File: config.mk
export PLATFORM = sky130hd
export DESIGN_NAME = memAttrCheck
export DESIGN_NICKNAME = d
export VERILOG_FILES = /design/src/rtl/memattr_pkg.sv /design/src/rtl/tcmWindowMatch.sv /design/src/rtl/attrControl.sv /design/src/rtl/attrDatapath.sv /design/src/rtl/memAttrCheck.sv
export SDC_FILE = /design/constraint.sdc
export NUM_CORES = 1
export LEC_CHECK = 0
export BUFFER_PORTS_ARGS = -buffer_cell sky130_fd_sc_hd__buf_4
export CORE_MARGIN = 5
export CORE_UTILIZATION = 29
export CTS_BUF_LIST = sky130_fd_sc_hd__clkbuf_8
export CTS_CLUSTER_SIZE = 24
export DETAILED_ROUTE_END_ITERATION = 7
export GPL_TIMING_DRIVEN = 0
export PLACE_DENSITY = 0.93
export SLEW_MARGIN = 25
export SYNTH_ARGS = -nofsm -noshare
export SYNTH_HDL_FRONTEND = slang
export SYNTH_SLANG_ARGS = --single-unit
File: constraint.sdc
create_clock -name clk -period 0.8 [get_ports clk]
set_input_delay 0.04 -clock clk [delete_from_list [all_inputs] [get_ports clk]]
set_output_delay 0.04 -clock clk [all_outputs]
set_load 0.01 [all_outputs]
File: src/rtl/memattr_pkg.sv
package memattr_pkg;

  localparam int WORD_BYTES = 4;
  localparam int OFF_W      = $clog2(WORD_BYTES);

  typedef enum logic [1:0] {
    MT_STRONG = 2'b00,
    MT_DEVICE = 2'b01,
    MT_NORMAL = 2'b10,
    MT_RSVD   = 2'b11
  } memType_e;

  typedef enum logic [1:0] {
    SZ_BYTE = 2'd0,
    SZ_HALF = 2'd1,
    SZ_WORD = 2'd2,
    SZ_RSVD = 2'd3
  } accSize_e;

  // strobes from the decision logic to the datapath
  typedef struct packed {
    logic useRegion;   // region attributes are valid
    logic forceNormal; // window hit overrides type and cacheability
    logic alignCheck;  // alignment must be enforced
    logic wordElem;    // element is a word regardless of size
    logic noExec;      // address is non-executable
    logic fetch;       // access is an instruction fetch
  } ctrlStrobe_t;

endpackage

File: src/rtl/tcmWindowMatch.sv
module tcmWindowMatch #(
  parameter int ADDR_W  = 32,
  parameter int NUM_WIN = 2
) (
  input  logic [ADDR_W-1:0] addr,
  input  logic [ADDR_W-1:0] winBase [NUM_WIN],
  input  logic [ADDR_W-1:0] winMask [NUM_WIN],
  input  logic              winEn   [NUM_WIN],
  output logic              anyHit
);

  logic [NUM_WIN-1:0] perWin;

  for (genvar w = 0; w < NUM_WIN; w++) begin : g_win
    logic [ADDR_W-1:0] diff;
    assign diff      = (addr ^ winBase[w]) & ~winMask[w];
    assign perWin[w] = winEn[w] && (diff == '0);
  end

  assign anyHit = |perWin;

endmodule

File: src/rtl/attrControl.sv
module attrControl
  import memattr_pkg::*;
(
  input  logic        tcmHit,
  input  logic        regionHit,
  input  logic [1:0]  regionType,
  input  logic        regionXn,
  input  logic        isFetch,
  input  logic        isMulti,
  input  logic        strictAlignEn,
  output ctrlStrobe_t strobe
);

  logic orderedRegion;
  logic strictOrdered;

  // codes 00, 01 and reserved 11 are all ordered
  assign orderedRegion = regionHit && (regionType != MT_NORMAL);
  assign strictOrdered = orderedRegion && !tcmHit;

  always_comb begin
    strobe             = '0;
    strobe.useRegion   = regionHit;
    strobe.forceNormal = tcmHit;
    strobe.wordElem    = isMulti;
    strobe.alignCheck  = strictOrdered || strictAlignEn || isMulti;
    strobe.noExec      = orderedRegion || (regionHit && regionXn);
    strobe.fetch       = isFetch;
  end

endmodule

File: src/rtl/attrDatapath.sv
module attrDatapath
  import memattr_pkg::*;
(
  input  logic             clk,
  input  logic             rstN,
  input  ctrlStrobe_t      strobe,
  input  logic [OFF_W-1:0] addrLow,
  input  logic [1:0]       accSize,
  input  logic [1:0]       regionType,
  input  logic             regionCache,
  input  logic             regionShare,
  input  logic             tcmHitIn,
  output logic [1:0]       effType,
  output logic             effCache,
  output logic             effShare,
  output logic             alignFault,
  output logic             permFault,
  output logic             tcmHit
);

  logic [1:0]       elemLog2;
  logic [OFF_W-1:0] offMask;
  logic             misaligned;
  logic             alignNext;
  logic             permNext;
  logic [1:0]       typeNext;
  logic             cacheNext;
  logic             shareNext;

  always_comb begin
    if (strobe.wordElem || accSize == SZ_RSVD) elemLog2 = 2'd2;
    else                                       elemLog2 = accSize;
    case (elemLog2)
      2'd0:    offMask = '0;
      2'd1:    offMask = OFF_W'(1);
      default: offMask = '1;
    endcase
  end

  assign misaligned = |(addrLow & offMask);
  assign alignNext  = strobe.alignCheck && misaligned;
  assign permNext   = strobe.fetch && strobe.noExec && !alignNext;

  always_comb begin
    if (!strobe.useRegion || strobe.forceNormal) typeNext = MT_NORMAL;
    else if (regionType == MT_RSVD)              typeNext = MT_STRONG;
    else                                         typeNext = regionType;
  end

  assign cacheNext = strobe.useRegion && !strobe.forceNormal &&
                     (regionType == MT_NORMAL) && regionCache;
  assign shareNext = strobe.useRegion && regionShare;

  always_ff @(posedge clk or negedge rstN) begin
    if (!rstN) begin
      effType    <= MT_NORMAL;
      effCache   <= 1'b0;
      effShare   <= 1'b0;
      alignFault <= 1'b0;
      permFault  <= 1'b0;
      tcmHit     <= 1'b0;
    end else begin
      effType    <= typeNext;
      effCache   <= cacheNext;
      effShare   <= shareNext;
      alignFault <= alignNext;
      permFault  <= permNext;
      tcmHit     <= tcmHitIn;
    end
  end

endmodule

File: src/rtl/memAttrCheck.sv
module memAttrCheck
  import memattr_pkg::*;
#(
  parameter int ADDR_W = 32
) (
  input  logic              clk,
  input  logic              rstN,
  input  logic [ADDR_W-1:0] accAddr,
  input  logic [1:0]        accSize,
  input  logic              isFetch,
  input  logic              isMulti,
  input  logic              strictAlignEn,
  input  logic              regionHit,
  input  logic [1:0]        regionType,
  input  logic              regionCache,
  input  logic              regionShare,
  input  logic              regionXn,
  input  logic [ADDR_W-1:0] tcmABase,
  input  logic [ADDR_W-1:0] tcmAMask,
  input  logic              tcmAEn,
  input  logic [ADDR_W-1:0] tcmBBase,
  input  logic [ADDR_W-1:0] tcmBMask,
  input  logic              tcmBEn,
  output logic [1:0]        effType,
  output logic              effCache,
  output logic              effShare,
  output logic              alignFault,
  output logic              permFault,
  output logic              tcmHit
);

  localparam int NUM_WIN = 2;

  logic [ADDR_W-1:0] winBase [NUM_WIN];
  logic [ADDR_W-1:0] winMask [NUM_WIN];
  logic              winEn   [NUM_WIN];
  logic              windowHit;
  ctrlStrobe_t       strobe;

  assign winBase[0] = tcmABase;
  assign winMask[0] = tcmAMask;
  assign winEn[0]   = tcmAEn;
  assign winBase[1] = tcmBBase;
  assign winMask[1] = tcmBMask;
  assign winEn[1]   = tcmBEn;

  tcmWindowMatch #(.ADDR_W(ADDR_W), .NUM_WIN(NUM_WIN)) u_match (
    .addr    (accAddr),
    .winBase (winBase),
    .winMask (winMask),
    .winEn   (winEn),
    .anyHit  (windowHit)
  );

  attrControl u_ctrl (
    .tcmHit        (windowHit),
    .regionHit     (regionHit),
    .regionType    (regionType),
    .regionXn      (regionXn),
    .isFetch       (isFetch),
    .isMulti       (isMulti),
    .strictAlignEn (strictAlignEn),
    .strobe        (strobe)
  );

  attrDatapath u_dp (
    .clk         (clk),
    .rstN        (rstN),
    .strobe      (strobe),
    .addrLow     (accAddr[OFF_W-1:0]),
    .accSize     (accSize),
    .regionType  (regionType),
    .regionCache (regionCache),
    .regionShare (regionShare),
    .tcmHitIn    (windowHit),
    .effType     (effType),
    .effCache    (effCache),
    .effShare    (effShare),
    .alignFault  (alignFault),
    .permFault   (permFault),
    .tcmHit      (tcmHit)
  );

endmodule

==> summary.txt, run 1 <==
Status
  – Status: finished, violations left
  – Failing checks: negative hold slack, negative setup slack

Critical path
  – CP Class: in2reg
  – Worst path buffer plus inverter count: 1
  – Critical Path AT: 1.73 ns
  – Crit path cell chain: buf_8 -> xnor2_4 -> o22ai_2 -> or4_4 -> or3_4 -> o22a_1 -> a21oi_1
  – Max stage delay cell, worst path: or4_4
  – Cell class contributing the biggest share of worst-path delay: simple AND/OR/NAND/NOR gates
  – Startpoint types: input port
  – Req. time, crit path: 0.93 ns
  – Delay of the slowest critical-path stage: 0.53 ns
  – Crit end category: register
  – Critical path fanouts, max: 3

Route
  – Post-Route WL: 6390 um
  – DRT iter0 DRCs: 29
  – DRT antenna net count: 0
  – Via density: 4.80
  – DR WL/cell: 17.0 um
  – DRT Pass-1 Iters: 4
  – Via count: 1800
  – DRC: 0

Timing
  – Fin Setup TNS: -4.63 ns
  – Unrepaired setup endpoints after global routing: true
  – Fmax: 0.625 GHz
  – Period Utilization, post-route: 200%
  – Max transition margin: 76.0%
  – Setup-failing EPs final: 7
  – Final hold viol count: 1
  – Slew Limit Fails: 0
  – Clock period minus worst slack: 1.60 ns
  – Worst setup margin: -0.799 ns
  – Final hold slack: -0.0103 ns
  – Worst-margin pin slew: 0.357 ns

Yosys
  – Post-synthesis average cell area: 8.21 um^2
  – Syn Nets: 313
  – Top cells by area, synth: xnor2_1, o22ai_1, dfrtp_1
  – Seq/Total Area, Yosys: 15.6%
  – Syn Inst Count: 138
  – Area leader, netlist: xnor2_1
  – Number of synthesized flops with an enable pin: 0
  – FF+latch count, synth: 7
  – Async SR Flop Fraction: 100%
  – Top cells by count, synth: xnor2_1, o22ai_1, dfrtp_1, nor4_1
  – Cell Area, Synth: 1130 um^2
  – Dominant register cell in the synthesized netlist: dfrtp_1
  – Top-count cell post-synth: xnor2_1
  – Netlist cell types: 21
  – Yosys warnings: 0
  – Yosys top cell area share: 49.4%

Power and ir drop
  – Peak supply drop: 356 uV
  – Pwr/cell area: 819 nW/um^2
  – Leakage: 0.00133 uW

GRT
  – Tot GR Track Use: 22.7%
  – GR Overflow Total: 0
  – Initial antenna violation count: 0
  – Number of global-route vias before repair: 2042
  – Met1 GRT Util: 21.5%
  – Grt met2 use: 45.4%
  – First-pass GRT wire length: 9250 um
  – Top Usage Layer GRT: met2
  – Pin count of the biggest net entering global routing: 8
  – GRT met3 Usage: 5.96%

Cells and area
  – Multi-input logic area: 1080 um^2
  – Layout fillers: 276
  – Layout Area Growth over Synthesis: 148%
  – Total area of sequential cells: 176 um^2
  – Share of cells above drive strength 1: 63.3%
  – Diode count: 0
  – # nets final: 503
  – Design area: 2810 um^2

Clock network
  – Max H-tree Level: 1
  – CTS Sinks: 7
  – Clock Path Buffers: 2
  – CTS tree: yes
  – Root buf cell: clkbuf_8
  – CTS Buf Count: 3
  – Clock slew at reported path FFs: 0.04 ns

Placement
  – Cell Area, Placed: 2580 um^2
  – Pre-CTS setup slack: -1.05 ns
  – DP Wirelength: 5730 um
  – GP Congestion: 0.910
  – Buffers on Ports: 181

Floorplanning
  – Die height: 72.5 um
  – Initial Utilization: 30.5%
  – Die X: 72.5 um
  – I/O pin total: 182
  – Core Footprint: 3720 um^2
  – Die ar.: 5260 um^2
  – Row Count: 22

Min path
  – Min-Delay Path Class: in2reg

Run
  – Max cap viols: 0
[path summary, 6_finish.rpt]
| kind | startpoint | end | cells after the start |
|---|---|---|---|
| setup / recovery | accAddr[29] | u_dp.permFault | 7 |
| hold / removal | regionType[1] | u_dp.effType[0] | 2 |
| max in group asynchronous | rstN | u_dp.effType[1] | 2 |
| min in group asynchronous | rstN | u_dp.alignFault | 2 |
[cell usage in the layout, fill, tap and decap left out, types with 3 or more instances in the layout]
master,instances
buf_6,6
inv_1,3
dfrtp_1,6
buf_4,175
clkbuf_8,3
nand2_1,3
nor4_1,5
buf_8,3
xnor2_2,8
xnor2_1,54
o22ai_1,29
nor2_1,3
[registers in the layout, indices dropped and copies added (netlist names)]
register	flops
u_dp.effCache	1
u_dp.alignFault	1
u_dp.tcmHit	1
u_dp.effType	2
u_dp.effShare	1
u_dp.permFault	1
[routing by layer]
layer / vias to the layer above / share of wire [%]
met1: 790 / 31
met4: 0 / 2.8
met5: - / 0
met3: 16 / 9.2
li1: 887 / -
met2: 107 / 57
[logic make-up after synthesis]
logic type / after synthesis / synth area share [%]
AOI/OAI and AO/OA: 40 / 22.5
xor gates and xnor gates: 64 / 49.4
buffers and inverters: 3 / 0.993
DFF: 7 / 15.6
and+or+nand+nor: 24 / 11.5
[what timing repair did]
action,in CTS,in global routing
hold buffers,1,0
pin swaps,7,4
endpoints found under the setup margin,7,7
setup buffers,2,1
gates resized for setup,14,13
hold endpoints to repair,8,0
[stage by stage]
| step | total power (uW) | cells | util (%) |
|---|---|---|---|
| finish | 2300 | 375 | 75.6 |
| global route | 2440 | 375 | 75.6 |
| CTS | 2260 | 374 | 73.3 |
| detailed placement | 1730 | 367 | 69.5 |
| global placement | 1700 | 367 | 69.5 |
| floorplan | 865 | 138 | - |
[where the power goes]
part | switching, uW | total (uW) | internal, uW
sequential | 5.28 | 380 | 374
clock | 133 | 463 | 330
combinational | 486 | 1460 | 973
[area by class of cell]
type	instances	share of cell area (%)
Inverter	3	0.401
Clock inverter	1	0.134
Multi-Input combinational cell	128	38.4
Sequential cell	7	6.28
Clock buffer	3	1.47
Timing Repair Buffer	185	51.2
Tap cell	48	2.14
Note: power is estimated with default switching activity, not from simulation.
==> run 2, diff against run 1 <==
- RECOVER_POWER: not set -> 25
==> summary.txt, run 2 (synthesis gave the netlist of run 1 again) <==
Route
  – DRC: 0 (unchanged)
  – DRT antenna net count: 0 (unchanged)
  – DR WL/cell: 17.1 um (about the same)
  – DRT Pass-1 Iters: 4 (unchanged)
  – DRT iter0 DRCs: 27 (-6.9%)
  – Post-Route WL: 6390 um (about the same)
  – Via count: 1798 (-0.11%)
  – Via density: 4.79 (-0.11%)

Clock network
  – Clock Path Buffers: 2 (unchanged)
  – CTS tree: yes
  – CTS Buf Count: 3 (unchanged)
  – Clock slew at reported path FFs: 0.04 ns (about the same)
  – Root buf cell: clkbuf_8
  – Max H-tree Level: 1 (unchanged)
  – CTS Sinks: 7 (unchanged)

Floorplanning
  – Die height: 72.5 um (unchanged)
  – Row Count: 22 (unchanged)
  – Die X: 72.5 um (unchanged)
  – Die ar.: 5260 um^2 (unchanged)
  – I/O pin total: 182 (unchanged)
  – Core Footprint: 3720 um^2 (unchanged)
  – Initial Utilization: 30.5% (unchanged)

Cells and area
  – # nets final: 503 (unchanged)
  – Fin util: 75.4% (-0.20 points)
  – Design area: 2800 um^2 (-0.27%)
  – Commonest non-fill, non-tap cells in the layout: buf_4, xnor2_1, o22ai_1, xnor2_2
  – Commonest non-fill, non-tap cell in the layout: buf_4
  – Share of cells above drive strength 1: 62.7% (-0.61 points)
  – Layout Area Growth over Synthesis: 147%
  – Largest Register: u_dp.effType
  – Max reg flops: 2 (unchanged)
  – Diode count: 0 (unchanged)

Placement
  – Buffers on Ports: 181 (unchanged)
  – DP Wirelength: 5730 um (unchanged)
  – GP Congestion: 0.910 (unchanged)
  – Cell Area, Placed: 2580 um^2 (unchanged)

Critical path
  – Req. time, crit path: 0.93 ns (about the same)
  – Startpoint types: input port
  – Crit end category: register
  – Critical path fanouts, max: 3 (unchanged)
  – Critical Path AT: 1.73 ns (about the same)
  – CP Class: in2reg

GRT
  – First-pass GRT wire length: 9250 um (unchanged)
  – Tot GR Track Use: 22.7% (unchanged)
  – Initial antenna violation count: 0 (unchanged)
  – Number of global-route vias before repair: 2042 (unchanged)
  – GR Overflow Total: 0 (unchanged)
  – Pin count of the biggest net entering global routing: 8 (unchanged)

Timing
  – Unrepaired setup endpoints after global routing: true
  – Fin Setup TNS: -4.64 ns (-0.00710 ns)
  – Slew Limit Fails: 0 (unchanged)
  – Period Utilization, post-route: 200% (about the same)
  – Fmax: 0.625 GHz (about the same)
  – Max transition margin: 76.0% (about the same)
  – Setup-failing EPs final: 7 (unchanged)
  – Worst-margin pin slew: 0.357 ns (-0.00000536 ns)
  – Clock period minus worst slack: 1.60 ns (+0.000251 ns)
  – Final hold slack: -0.00510 ns (+0.00523 ns)
  – Final hold viol count: 1 (unchanged)
  – Worst setup margin: -0.800 ns (-0.000251 ns)

Run
  – Max cap viols: 0 (unchanged)

Power and ir drop
  – Peak supply drop: 356 uV (about the same)
  – Power Total: 2300 uW (-0.21%)
  – Leakage: 0.00132 uW (-0.54%)
  – Pwr/cell area: 820 nW/um^2 (about the same)

Status
  – Status: finished, violations left
  – Failing checks: negative hold slack, negative setup slack

Min path
  – Min-Delay Path Class: in2reg
  – WHS Path Cells: 2 (unchanged)
==> run 2: cell count changes in the layout (fill, tap and decap cells not counted), sizes merged <==
cell,previous run,this run
clkbuf,3,5
buf,184,182
==> run 2: per-layer routing <==
| metal | wire length (um) | global-route usage [%] |
|---|---|---|
| met1 | 1990 | 21.5 |
| met2 | 3620 | 45.4 |
| met3 | 598 | 5.96 |
| met4 | 178 | 8.61 |
| met5 | 0 | 0 |
==> run 2: path summary, 6_finish.rpt <==
check / start / to / slack, ns
min in group asynchronous: rstN / u_dp.alignFault / 0.24
max in group asynchronous: rstN / u_dp.effType[1] / 0.27
min: regionType[1] / u_dp.effType[0] / -0.005
max: accAddr[29] / u_dp.permFault / -0.80
==> run 2: final cells by class <==
type,count,area [um^2]
Clock inverter,1,3.75
Multi-Input combinational cell,128,1080
Fill cell,278,916
Clock buffer,3,41.3
Tap cell,48,60.1
Timing Repair Buffer,185,1430
Sequential cell,7,176
Inverter,3,11.3
==> run 2: what timing repair did <==
action / in CTS / in global routing
hold endpoints to repair: 8 / 0
gates resized for setup: 14 / 13
setup endpoints to repair: 7 / 7
setup buffers: 2 / 1
pin swaps: 7 / 4
hold buffers: 1 / 0
==> run 2: critical path, cell delays in order <==
cell and delay [ns]:
buf_8 0.11, xnor2_4 0.17, o22ai_2 0.11, or4_4 0.53
or3_4 0.33, o22a_1 0.22, a21oi_1 0.22
==> run 2: power by group <==
group          leakage, uW  total, uW  switching [uW]  internal, uW
clock network    0.0000269        462             133           330
logic              0.00121       1450             486           968
registers        0.0000894        380            5.20           374
total              0.00132       2300             624          1670
==> run 2: metrics by stage <==
step / instances / worst slack (ns)
global route: 375 / -0.871
CTS: 374 / -0.735
floorplan: 138 / -0.715
finish: 375 / -0.800
global placement: 367 / -1.03
detailed placement: 367 / -1.05
